**src/rtl/fpcls_pkg.sv**
```systemverilog
// Package: shared constants and types for the floating-point class mask unit.
// Assumes three supported binary formats; index 2 is the widest (double).
package fpcls_pkg;

    localparam int NUM_FMT = 3;
    localparam int NUM_CLS = 10;

    // Mask bit positions; these are decoded by the consumer of the mask.
    localparam int CLS_NEG_INF  = 0;
    localparam int CLS_NEG_NORM = 1;
    localparam int CLS_NEG_SUB  = 2;
    localparam int CLS_NEG_ZERO = 3;
    localparam int CLS_POS_ZERO = 4;
    localparam int CLS_POS_SUB  = 5;
    localparam int CLS_POS_NORM = 6;
    localparam int CLS_POS_INF  = 7;
    localparam int CLS_SNAN     = 8;
    localparam int CLS_QNAN     = 9;

    typedef enum logic [1:0] {
        FMT_HALF   = 2'd0,
        FMT_SINGLE = 2'd1,
        FMT_DOUBLE = 2'd2,
        FMT_RSVD   = 2'd3
    } fmt_e;

    // Summary of the fields of one operand, independent of width.
    typedef struct packed {
        logic sign;
        logic exp_zero;
        logic exp_ones;
        logic man_zero;
        logic man_msb;
    } fp_fields_t;

    function automatic int fmt_exp_w(input int idx);
        case (idx)
            0:       return 5;
            1:       return 8;
            default: return 11;
        endcase
    endfunction

    function automatic int fmt_man_w(input int idx);
        case (idx)
            0:       return 10;
            1:       return 23;
            default: return 52;
        endcase
    endfunction

endpackage

```
**src/rtl/fpcls_field_decode.sv**
```systemverilog
// Module: reduces an operand to its sign/exponent/mantissa summary for the
// selected format. Assumes OP_W covers the widest format; bits above the
// selected format's sign bit are ignored.
module fpcls_field_decode
    import fpcls_pkg::*;
#(
    parameter int OP_W = 64
) (
    input  logic [OP_W-1:0] operand,
    input  fmt_e            fmt,
    output fp_fields_t      fields
);

    fp_fields_t per_fmt [NUM_FMT];

    // One field summary per supported format, evaluated in parallel.
    for (genvar g = 0; g < NUM_FMT; g++) begin : g_fmt
        localparam int EW = fmt_exp_w(g);
        localparam int MW = fmt_man_w(g);
        logic [EW-1:0] exp_f;
        logic [MW-1:0] man_f;
        assign exp_f = operand[MW +: EW];
        assign man_f = operand[MW-1:0];
        assign per_fmt[g].sign     = operand[EW+MW];
        assign per_fmt[g].exp_zero = ~|exp_f;
        assign per_fmt[g].exp_ones = &exp_f;
        assign per_fmt[g].man_zero = ~|man_f;
        assign per_fmt[g].man_msb  = man_f[MW-1];
    end

    // Select the summary of the requested format; reserved code maps to double.
    always_comb begin
        case (fmt)
            FMT_HALF:   fields = per_fmt[0];
            FMT_SINGLE: fields = per_fmt[1];
            default:    fields = per_fmt[2];
        endcase
    end

endmodule

```
**src/rtl/fpcls_class_encode.sv**
```systemverilog
// Module: turns a field summary into the 10-bit one-hot class word.
// Assumes the summary is consistent (exp_zero and exp_ones never both set).
module fpcls_class_encode
    import fpcls_pkg::*;
(
    input  fp_fields_t         fields,
    output logic [NUM_CLS-1:0] cls
);

    // Priority: infinity, zero, subnormal, NaN, then normal.
    always_comb begin
        cls = '0;
        if (fields.exp_ones && fields.man_zero) begin
            cls[fields.sign ? CLS_NEG_INF : CLS_POS_INF] = 1'b1;
        end else if (fields.exp_zero && fields.man_zero) begin
            cls[fields.sign ? CLS_NEG_ZERO : CLS_POS_ZERO] = 1'b1;
        end else if (fields.exp_zero) begin
            cls[fields.sign ? CLS_NEG_SUB : CLS_POS_SUB] = 1'b1;
        end else if (fields.exp_ones) begin
            cls[fields.man_msb ? CLS_QNAN : CLS_SNAN] = 1'b1;
        end else begin
            cls[fields.sign ? CLS_NEG_NORM : CLS_POS_NORM] = 1'b1;
        end
    end

endmodule

```
**src/rtl/fpcls_unit.sv**
```systemverilog
// Module: registered floating-point class mask unit. Accepts one operand per
// cycle under in_valid and presents its zero-extended class mask one cycle
// later. Assumes RES_W > 10 and a 64-bit operand bus.
module fpcls_unit
    import fpcls_pkg::*;
#(
    parameter int RES_W = 64
) (
    input  logic             clk,
    input  logic             rst_n,
    input  logic             in_valid,
    input  logic [1:0]       in_fmt,
    input  logic [63:0]      in_operand,
    output logic             out_valid,
    output logic [RES_W-1:0] out_mask
);

    localparam int OP_W  = 64;
    localparam int PAD_W = RES_W - NUM_CLS;

    fp_fields_t         fields;
    logic [NUM_CLS-1:0] cls;

    fpcls_field_decode #(.OP_W(OP_W)) u_decode (
        .operand (in_operand),
        .fmt     (fmt_e'(in_fmt)),
        .fields  (fields)
    );

    fpcls_class_encode u_encode (
        .fields (fields),
        .cls    (cls)
    );

    // Valid flag: follows in_valid with one cycle of latency.
    always_ff @(posedge clk) begin
        if (!rst_n) out_valid <= 1'b0;
        else        out_valid <= in_valid;
    end

    // Result register: loads the zero-extended class on accept, else holds.
    always_ff @(posedge clk) begin
        if (!rst_n)        out_mask <= '0;
        else if (in_valid) out_mask <= {{PAD_W{1'b0}}, cls};
    end

    AST_VALID_FOLLOWS: assert property (@(posedge clk) disable iff (!rst_n)
        in_valid |=> out_valid);
    AST_IDLE_NO_VALID: assert property (@(posedge clk) disable iff (!rst_n)
        !in_valid |=> !out_valid);
    AST_MASK_ONE_HOT: assert property (@(posedge clk) disable iff (!rst_n)
        out_valid |-> $countones(out_mask[NUM_CLS-1:0]) == 1);
    AST_UPPER_ZERO: assert property (@(posedge clk) disable iff (!rst_n)
        out_mask[RES_W-1:NUM_CLS] == '0);
    AST_HOLD_IDLE: assert property (@(posedge clk) disable iff (!rst_n)
        !in_valid |=> $stable(out_mask));

endmodule

```
**config.mk**
```make
export PLATFORM = sky130hd
export DESIGN_NAME = fpcls_unit
export DESIGN_NICKNAME = d
export VERILOG_FILES = /design/src/rtl/fpcls_pkg.sv /design/src/rtl/fpcls_field_decode.sv /design/src/rtl/fpcls_class_encode.sv /design/src/rtl/fpcls_unit.sv
export SDC_FILE = /design/constraint.sdc
export NUM_CORES = 1
export LEC_CHECK = 0
export BUFFER_PORTS_ARGS = -buffer_cell sky130_fd_sc_hd__buf_2
export CAP_MARGIN = 20
export CORE_ASPECT_RATIO = 1.75
export CORE_UTILIZATION = 35
export CTS_CLUSTER_SIZE = 20
export DETAILED_ROUTE_END_ITERATION = 8
export GPL_ROUTABILITY_DRIVEN = 0
export PLACE_DENSITY_LB_ADDON = 0.2
export SKIP_CTS_REPAIR_TIMING = 1
export SLEW_MARGIN = 20
export SYNTH_ARGS = -nofsm -noshare
export SYNTH_HDL_FRONTEND = slang
export SYNTH_SLANG_ARGS = --single-unit
```
**constraint.sdc**
```tcl
create_clock -name clk -period 4.8 [get_ports clk]
set_input_delay 0.96 -clock clk [delete_from_list [all_inputs] [get_ports clk]]
set_output_delay 0.96 -clock clk [all_outputs]
set_load 0.02 [all_outputs]
```
==> flow_summary.json <==
{
  "outcome": "finished, final reports clean",
  "ys_warn_count": 0,
  "diodes": 0,
  "root_buffer": "clkbuf_8",
  "vias_per_cell": 4.161,
  "yosys.area.top_type": "buf_4",
  "numPortBuffers": 79,
  "die_w_um": 44.50,
  "crit_path_end_kind": "flip-flop",
  "vias": 1111,
  "p_leak_nw": 0.7353,
  "synth_common_cells": "buf_4 (54), nand2_1 (13), dfxtp_1 (11)",
  "start_util": 0.3736,
  "place_ws_ps": 2346,
  "hold_start": "out_mask[3]",
  "fin_skew_ps": 0,
  "fp.dieH_um": 76.37,
  "cts_tree": "yes",
  "final-setup-viol-count": 0,
  "synth-edff-count": 0,
  "drt-pass1-iter-count": 4,
  "netlist_instances": 145,
  "ys_seq_elements": 11,
  "maxSlewViolCount": 0,
  "async_flop_share": 0,
  "grt_pass1_wl_um": 3615,
  "antenna_found_initial": 0,
  "synth-simple-area-share": 0.2975,
  "ios": 134,
  "drc": 0,
  "synth_ff_type": "dfxtp_1",
  "tns_ps": 0,
  "power_mw": 0.2727,
  "pwr-share-clk": 0.335,
  "critPathKind": "input port to flip-flop",
  "maxCapViolations": 0,
  "tightest_slew_ps": 614.1,
  "wire_per_inst_um": 9.064,
  "rr_endpoint": "out_mask[9]",
  "period_share": 0.4537,
  "drt_iter0_markers": 21,
  "rows": 26,
  "yosys.area_share.adder": 0,
  "r2r-start": "out_mask[9]",
  "p_int_mw": 0.1781,
  "grt-ovfl-total": 0,
  "holdWs_ps": 438.9,
  "switchingPower_mw": 0.09455,
  "netlist.area_leader.share": 0.3665,
  "r2r_slack_ps": 4110,
  "clk_pin_slew_worst_paths_ps": 50,
  "final_nets": 295,
  "slew_headroom": 0.5898,
  "share_comb_of_total_power": 0.320,
  "yosysSeqAreaShare": 0.1991,
  "hold_path_class": "flip-flop to flip-flop",
  "wl_um": 2420,
  "area_growth_pct": 25.11,
  "holdPathEnd": "out_mask[3]",
  "pwr-share-seq": 0.344,
  "cts_inserted_buffers": 3,
  "irDropWorstVdd_v": 0.00007030,
  "synth_most_common_cell": "buf_4",
  "p_sw_frac": 0.3468,
  "hold_depth": 2,
  "grt_max_degree": 11,
  "synth_top_family_by_area": "buffers and inverters",
  "syn_area_sq_mm": 0.001106,
  "ys_top_cells_by_area": "buf_4 (37%), dfxtp_1 (20%), nor4_1 (5.7%)",
  "rsz0062_at_grt": "no",
  "dieArea_sq_mm": 0.003398,
  "antenna_left": 0,
  "syn_area_per_cell_sq_um": 7.628,
  "synth_compound_gate_area_share": 0.1007,
  "core_sq_mm": 0.002960,
  "synthMuxAreaShare": 0.01810,
  "ctsLongestPathBuffers": 2,
  "cts.sinks": 11,
  "fillCellCount": 323,
  "layout-drive-gt1-share": 0.4000,
  "power.density_mw_per_mm2": 197.0,
  "path_max_fanout": 7,
  "period_minus_slack_ps": 2178,
  "place_hpwl_um": 2255,
  "fmax_mhz": 459.2,
  "start_kind": "input port",
  "grt_pass1_vias": 911,
  "crit_required_ps": 4930,
  "finish.utilization": 0.4675,
  "synth_cell_type_count": 29,
  "h-tree-depth": 1,
  "clk_latency_ps": 240,
  "grt_usage": 0.1369,
  "reg2regPathDepth": 3,
  "yosys.area_share.xor_xnor": 0,
  "crit_arrival_ps": 2310,
  "worst_slack_ps": 2622,
  "hold_viol": 0
}
==> power by group through the flow <==
| stage | Clock [mW] | Sequential, mW | Combinational [mW] |
|---|---|---|---|
| 2_1_floorplan | 0 | 0.0978 | 0.0838 |
| 3_5_place_dp | 0 | 0.0957 | 0.0865 |
| 5_1_grt | 0.0950 | 0.0939 | 0.0954 |
| 6_report | 0.0914 | 0.0939 | 0.0873 |
| 4_1_cts | 0.0928 | 0.0939 | 0.0866 |
| 3_3_place_gp | 0 | 0.0957 | 0.0859 |
==> registers in the layout (all words and copies together) (netlist names) <==
name / flops
out_mask: 10
out_valid: 1
==> worst max-delay path by stage <==
stage / start / endpoint / slack (ps)
final: in_operand[28] / out_mask[5] / 2620
after global routing: in_operand[28] / out_mask[0] / 2530
after CTS: in_operand[28] / out_mask[5] / 2600
after detailed placement: in_operand[28] / out_mask[5] / 2350
after global placement: in_operand[28] / out_mask[5] / 2350
after floorplan: in_operand[1] / out_mask[5] / 2590
==> stage by stage <==
stage	cell area [sq um]	std cells
after floorplan	1305	198
after global placement	1339	263
after detailed placement	1339	263
after CTS	1384	267
after global routing	1384	267
final	1384	267
==> layer usage <==
metal | global-route usage | wire, um
met2 | 0.2529 | 1276
met4 | 0.04545 | 31
met1 | 0.1493 | 878
met3 | 0.01896 | 233
met5 | 0 | 0
==> layout make-up <==
class	instances	area, sq um	share of cell area
multi-input cells	129	663.1	0.4792
repair buffers	79	395.4	0.2857
flip-flops and latches	11	220.2	0.1591
well taps	42	52.55	0.03797
clock buffers	4	45.04	0.03255
inverters	2	7.507	0.005425
==> placed cells by master, fill, tap and decap left out <==
| master | instances |
|---|---|
| o21ai_1 | 2 |
| conb_1 | 54 |
| or4_4 | 1 |
| nor2_1 | 6 |
| clkbuf_8 | 3 |
| nor4b_1 | 2 |
| dfxtp_1 | 11 |
| nor3_1 | 4 |
| nor4_1 | 10 |
| clkbuf_1 | 1 |
| a21oi_1 | 1 |
| a221oi_2 | 1 |
| mux2i_1 | 2 |
| or2_2 | 1 |
| and2_1 | 1 |
| o21ai_2 | 1 |
| a32o_2 | 1 |
| inv_1 | 2 |
| nor4_4 | 1 |
| nand3_1 | 6 |
| o22ai_1 | 1 |
| buf_2 | 79 |
| nand2_1 | 13 |
| a22o_2 | 2 |
| nor2b_1 | 3 |
| o31ai_1 | 2 |
| o21ai_0 | 4 |
| or4_1 | 1 |
| nand4_1 | 9 |
==> critical path, stage by stage <==
cell	delay, ps
buf_2	110
nor4_1	370
nand4_1	170
nor3_1	260
o21ai_2	150
a32o_2	280
==> cells by family after synthesis <==
group	count (synthesis)
mux	2
other cells	1
simple gates	58
flops	11
buf+inv	58
compound gates	15
Power figures use the tool's default switching activity.
